**config.mk**
```make
export PLATFORM = sky130hd
export DESIGN_NAME = vic_top
export DESIGN_NICKNAME = d
export VERILOG_FILES = /design/src/rtl/vic_pkg.sv /design/src/rtl/vic_capture.sv /design/src/rtl/vic_enable.sv /design/src/rtl/vic_prio.sv /design/src/rtl/vic_top.sv
export SDC_FILE = /design/constraint.sdc
export NUM_CORES = 1
export LEC_CHECK = 0
export ABC_AREA = 1
export BUFFER_PORTS_ARGS = -buffer_cell sky130_fd_sc_hd__buf_4
export CAP_MARGIN = 20
export CORE_AREA = 4 4 109 111
export CTS_CLUSTER_SIZE = 24
export DETAILED_ROUTE_END_ITERATION = 16
export DIE_AREA = 0 0 113 115
export PLACE_DENSITY_LB_ADDON = 0.08
export SLEW_MARGIN = 20
export SYNTH_ARGS = -nofsm -noshare
export SYNTH_HDL_FRONTEND = slang
export SYNTH_HIERARCHICAL = 1
export SYNTH_SLANG_ARGS = --single-unit
```
**constraint.sdc**
```tcl
create_clock -name clk -period 2.9 [get_ports clk]
set_input_delay 0.145 -clock clk [delete_from_list [all_inputs] [get_ports clk]]
set_output_delay 0.145 -clock clk [all_outputs]
set_load 0.02 [all_outputs]
```
**src/rtl/vic_pkg.sv**
```systemverilog
package vic_pkg;
  localparam int BUS_W  = 32;
  localparam int ADDR_W = 5;

  // word index taken from address bits [4:2]
  typedef enum logic [2:0] {
    SEL_STATUS  = 3'd0,
    SEL_PENDING = 3'd1,
    SEL_ENABLE  = 3'd2,
    SEL_ACK     = 3'd3,
    SEL_SETEN   = 3'd4,
    SEL_CLREN   = 3'd5,
    SEL_VECTOR  = 3'd6,
    SEL_MASTER  = 3'd7
  } reg_sel_e;

  localparam int MST_ON_BIT = 0;
  localparam int MST_HW_BIT = 1;
  localparam int MST_W      = 2;
endpackage

```
**src/rtl/vic_capture.sv**
```systemverilog
module vic_capture #(
  parameter int          NUM_IN    = 32,
  parameter logic [31:0] KIND_MASK = 32'h0
) (
  input  logic              clk,
  input  logic              rst_n,
  input  logic [NUM_IN-1:0] irq_in,
  input  logic [NUM_IN-1:0] ack_mask,
  output logic [NUM_IN-1:0] status
);
  logic [NUM_IN-1:0] hit;
  logic [NUM_IN-1:0] status_q;

  for (genvar i = 0; i < NUM_IN; i++) begin : g_bit
    if (KIND_MASK[i]) begin : g_edge
      logic prev_q;
      always_ff @(posedge clk) begin
        if (!rst_n) prev_q <= 1'b0;
        else        prev_q <= irq_in[i];
      end
      assign hit[i] = irq_in[i] & ~prev_q;
    end else begin : g_level
      assign hit[i] = irq_in[i];
    end
  end

  // a fresh capture wins over an acknowledge in the same cycle
  always_ff @(posedge clk) begin
    if (!rst_n) status_q <= '0;
    else        status_q <= (status_q & ~ack_mask) | hit;
  end

  assign status = status_q;
endmodule

```
**src/rtl/vic_enable.sv**
```systemverilog
module vic_enable #(
  parameter int NUM_IN = 32
) (
  input  logic              clk,
  input  logic              rst_n,
  input  logic              load,
  input  logic              set,
  input  logic              clr,
  input  logic [NUM_IN-1:0] data,
  output logic [NUM_IN-1:0] enable
);
  logic [NUM_IN-1:0] en_q;

  always_ff @(posedge clk) begin
    if (!rst_n)    en_q <= '0;
    else if (load) en_q <= data;
    else if (set)  en_q <= en_q | data;
    else if (clr)  en_q <= en_q & ~data;
  end

  assign enable = en_q;
endmodule

```
**src/rtl/vic_prio.sv**
```systemverilog
module vic_prio #(
  parameter int NUM_IN = 32,
  localparam int IDX_W = (NUM_IN > 1) ? $clog2(NUM_IN) : 1
) (
  input  logic [NUM_IN-1:0] pending,
  output logic              found,
  output logic [IDX_W-1:0]  idx
);
  // scan from the top so the lowest index is the last one written
  always_comb begin
    found = 1'b0;
    idx   = '0;
    for (int i = NUM_IN - 1; i >= 0; i--) begin
      if (pending[i]) begin
        found = 1'b1;
        idx   = IDX_W'(i);
      end
    end
  end
endmodule

```
**src/rtl/vic_top.sv**
```systemverilog
module vic_top
  import vic_pkg::*;
#(
  parameter int          NUM_IN    = 32,
  parameter logic [31:0] KIND_MASK = 32'h0000_0000
) (
  input  logic                clk,
  input  logic                rst_n,
  input  logic                bus_wr_en,
  input  logic                bus_rd_en,
  input  logic [ADDR_W-1:0]   bus_addr,
  input  logic [BUS_W-1:0]    bus_wdata,
  output logic [BUS_W-1:0]    bus_rdata,
  input  logic [NUM_IN-1:0]   irq_in,
  output logic                irq_out
);
  localparam int IDX_W = (NUM_IN > 1) ? $clog2(NUM_IN) : 1;

  reg_sel_e          sel;
  logic              aligned;
  logic              wr_ok;
  logic [NUM_IN-1:0] wr_bits;
  logic [NUM_IN-1:0] ack_mask;
  logic [NUM_IN-1:0] status_q;
  logic [NUM_IN-1:0] enable_q;
  logic [NUM_IN-1:0] pending;
  logic              any_found;
  logic [IDX_W-1:0]  any_idx;
  logic [BUS_W-1:0]  vector;
  logic [MST_W-1:0]  master_q;
  logic              irq_q;
  logic [BUS_W-1:0]  rd_mux;
  logic [BUS_W-1:0]  rdata_q;

  assign sel      = reg_sel_e'(bus_addr[4:2]);
  assign aligned  = (bus_addr[1:0] == 2'b00);
  assign wr_ok    = bus_wr_en & aligned;
  assign wr_bits  = bus_wdata[NUM_IN-1:0];
  assign ack_mask = (wr_ok && sel == SEL_ACK) ? wr_bits : '0;

  vic_capture #(.NUM_IN(NUM_IN), .KIND_MASK(KIND_MASK)) u_capture (
    .clk      (clk),
    .rst_n    (rst_n),
    .irq_in   (irq_in),
    .ack_mask (ack_mask),
    .status   (status_q)
  );

  vic_enable #(.NUM_IN(NUM_IN)) u_enable (
    .clk    (clk),
    .rst_n  (rst_n),
    .load   (wr_ok && sel == SEL_ENABLE),
    .set    (wr_ok && sel == SEL_SETEN),
    .clr    (wr_ok && sel == SEL_CLREN),
    .data   (wr_bits),
    .enable (enable_q)
  );

  assign pending = status_q & enable_q;

  vic_prio #(.NUM_IN(NUM_IN)) u_prio (
    .pending (pending),
    .found   (any_found),
    .idx     (any_idx)
  );

  assign vector = any_found ? BUS_W'(any_idx) : '1;

  // master bits are sticky: writes can only raise them
  always_ff @(posedge clk) begin
    if (!rst_n)                        master_q <= '0;
    else if (wr_ok && sel == SEL_MASTER) master_q <= master_q | bus_wdata[MST_W-1:0];
  end

  always_ff @(posedge clk) begin
    if (!rst_n) irq_q <= 1'b0;
    else        irq_q <= (|pending) & master_q[MST_ON_BIT] & master_q[MST_HW_BIT];
  end

  always_comb begin
    unique case (sel)
      SEL_STATUS:  rd_mux = BUS_W'(status_q);
      SEL_PENDING: rd_mux = BUS_W'(pending);
      SEL_ENABLE:  rd_mux = BUS_W'(enable_q);
      SEL_VECTOR:  rd_mux = vector;
      SEL_MASTER:  rd_mux = BUS_W'(master_q);
      default:     rd_mux = '0;
    endcase
  end

  always_ff @(posedge clk) begin
    if (!rst_n)                  rdata_q <= '0;
    else if (bus_rd_en && aligned) rdata_q <= rd_mux;
  end

  assign bus_rdata = rdata_q;
  assign irq_out   = irq_q;
endmodule

```
==> summary.md <==
| Metric | Value |
|---|---|
| Buffers and inverters on the worst path | 2 |
| Mapped Avg Cell Area | 6.10 µm² |
| Family with the most delay on the worst path | simple AND/OR/NAND/NOR gates |
| Slowest stage delay, CP | 0.35 ns |
| Reg power frac | 0.515 |
| Final wirelength | 16200 µm |
| Vias per cell | 4.83 |
| Number of flops mapped to enable cells by yosys | 0 |
| Worst-path clk slew | 0.10 ns |
| Placed cell count | 1214 |
| Post-Synth Adder-Cell Area | 0 |
| Synthesized area | 6080 µm² |
| Max-Cap Viols | 0 |
| Complex-gate fraction of the synthesized area | 0.133 |
| Pin count of the biggest net entering global routing | 33 |
| Ys flop type | dfxtp_1 |
| Tmin final | 2.56 ns |
| Post-Synth Simple-Gate Area | 0.387 |
| Measured slew at the worst slew-check pin | 1.02 ns |
| Largest family of logic cells by synthesized area | simple AND/OR/NAND/NOR gates |
| Count of input and output buffers | 105 |
| Achievable Freq | 0.391 GHz |
| CTS tree | yes |
| Routed len/inst | 13.1 µm |
| Final setup viols | 0 |
| H-Tree Depth | 3 |
| Cell Rows | 38 |
| Grt ovf | 0 |
| Mux share of post-synthesis cell area | 0 |
| Total Routing Usage GR | 0.253 |
| Via count | 5984 |
| CP Max Fanout | 3 |
| First-pass GRT wire length | 26700 µm |
| P&R area growth vs syn | 18.2% |
| Critical path class | register to register |
| Total I/O pin count | 106 |
| Die Span X | 113 µm |
| RePlAce Congestion | 0.895 |
| Initial antenna violation count | 0 |
| Worst VDD drop | 0.387 mV |
| Slowest CP cell | dfxtp_2 |
| Net Switching | 788 µW |
| Hold Path Class | input port to register |
| CTS max path bufs | 2 |
| Most used cell, CP | nand2_1 |
| Combinational power share | 0.151 |
| Yosys cell types | 34 |
| Sw frac | 0.282 |
| Final Net Count | 1168 |
| Detailed-route DRC error count | 0 |
| Share of cells above drive strength 1 | 0.202 |
| Worst skew pair latency | 0.38 ns |
| Async S/R FF share, synth | 0 |
| Antenna diode count | 0 |
| Sequential-to-total area share from yosys stat | 0.326 |
| Critical Path RT | 3.22 ns |
| Outcome | finished clean |
| Iteration-0 DRC Markers | 318 |
| Initial Utilization | 0.563 |
| Final Hold Vio Count | 0 |
| Mapped Cells | 997 |
| Vias in the first global route | 5625 |
| DR pass1 iterations | 5 |
| Die area | 13000 µm² |
| CTS Buf Count | 9 |
| Cell internal pwr | 2010 µW |
| Warnings from Yosys | 6 |
| Rel. slew slack | 0.316 |
| Pwr per Cell Area | 389 nW/µm² |
| Startpoint type of the worst setup path | register |
| Arrival @ worst endpoint | 2.88 ns |
| Clk sinks | 99 |
| Slew Limit Fails | 0 |
| Synthesized flop and latch total | 99 |
| CTS root buffer | clkbuf_8 |
| Xor-xnor portion of the synthesized cell area | 0 |
| Critical Path Sink Type | register |
| Synthesized Nets | 1070 |
| Min Hold Slack | 0.00843 ns |
| Clk pwr share | 0.334 |
| Hpwl dp | 10800 µm |
| Core Area | 10800 µm² |
| Post-Layout Cell Count | 1240 |
| Final ANT Viol Nets | 0 |
| Fin crit share | 0.882 |
| Die Y-Extent | 115 µm |
| Lkg Pwr | 0.00352 µW |
| Worst Skew | 0.0132 ns |
[per-stage QoR]
step	util	setup slack (ns)	area, µm²	setup TNS (ns)	power [µW]
after CTS	0.664	0.317	7170	0	2810
after floorplan	-	0.640	6080	0	1720
final	0.666	0.343	7190	0	2800
after detailed placement	0.637	0.356	6880	0	1880
after global routing	0.666	-0.00403	7190	-0.00403	2920
after global placement	0.637	0.426	6880	0	1880
[synth_stat cells, types with 2 or more instances]
| cell | instances | area, µm² |
|---|---|---|
| nand3_1 | 38 | 190 |
| o21ai_0 | 2 | 10.0 |
| clkbuf_2 | 3 | 15.0 |
| buf_4 | 4 | 30.0 |
| inv_1 | 171 | 642 |
| nand2_1 | 344 | 1290 |
| a21oi_2 | 61 | 534 |
| nor3_1 | 10 | 50.1 |
| dfxtp_1 | 99 | 1980 |
| nand4_1 | 7 | 43.8 |
| clkbuf_1 | 9 | 33.8 |
| or2_1 | 30 | 188 |
| buf_6 | 11 | 124 |
| nand2_2 | 2 | 12.5 |
| nor2_1 | 124 | 465 |
| nand3_2 | 2 | 20.0 |
| inv_2 | 7 | 26.3 |
| or2_2 | 3 | 18.8 |
| buf_2 | 11 | 55.1 |
| nor4_1 | 3 | 18.8 |
| a21oi_1 | 43 | 215 |
[per-layer routing]
metal	vias up	track usage	wire [µm]
li1	3179	-	-
met4	0	0.0873	336
met1	2653	0.312	7220
met5	-	0	0
met3	29	0.0437	719
met2	123	0.446	7920
[worst min-delay path: cells and delay by family]
kind	cells	cell delay, ns
buf+inv	2	0.16
compound gates	1	0.05
[cell usage in the layout (no fill, tap or decap), types with 2 or more instances in the layout]
cell	count
or2_2	3
nor2_1	123
inv_1	169
nand2_1	344
nor4_1	3
clkinvlp_4	2
clkbuf_8	10
nor2_2	2
nor3_1	10
inv_2	9
buf_4	115
o21ai_0	2
or2_1	30
a21oi_1	42
dfxtp_2	6
nand3_2	2
dlygate4sd3_1	9
nand3_1	38
a21oi_2	62
nand2_2	2
nand4_1	7
clkinv_2	2
dfxtp_1	93
[path summary, 6_finish.rpt]
kind / startpoint / end / slack, ns / cells after the start
worst min register to register: master_q[1] / irq_out / 0.46 / 2
worst max register to register: u_capture/status[29] / bus_rdata[0] / 0.34 / 38
worst max-delay path: u_capture/status[29] / bus_rdata[0] / 0.34 / 38
worst min-delay path: irq_in[29] / u_capture/status[29] / 0.008 / 3
[area by class of cell]
| cell class | count | area, µm² |
|---|---|---|
| clock inverters | 6 | 63.8 |
| clock buffers | 10 | 138 |
| inverters | 180 | 678 |
| well taps | 140 | 175 |
| repair buffers | 125 | 973 |
| flip-flops and latches | 99 | 1990 |
| fillers | 1078 | 3610 |
| multi-input cells | 680 | 3170 |
[power by group through the flow]
stage | Combinational [µW] | Clock, µW | Sequential [µW]
after floorplan | 252 | 0 | 1470
after global placement | 407 | 0 | 1470
after detailed placement | 411 | 0 | 1470
after CTS | 422 | 951 | 1440
after global routing | 471 | 998 | 1450
final | 422 | 934 | 1440
[what timing repair did]
action,in CTS,in global routing
hold buffers,9,0
setup endpoints to repair,0,1
gates resized for setup,0,9
buffers inserted,0,1
endpoints found under the hold margin,9,0
[cell families after synthesis]
logic type	Yosys count
flops	99
simple gates	567
compound gates	113
buf+inv	218
Power figures use the tool's default switching activity.
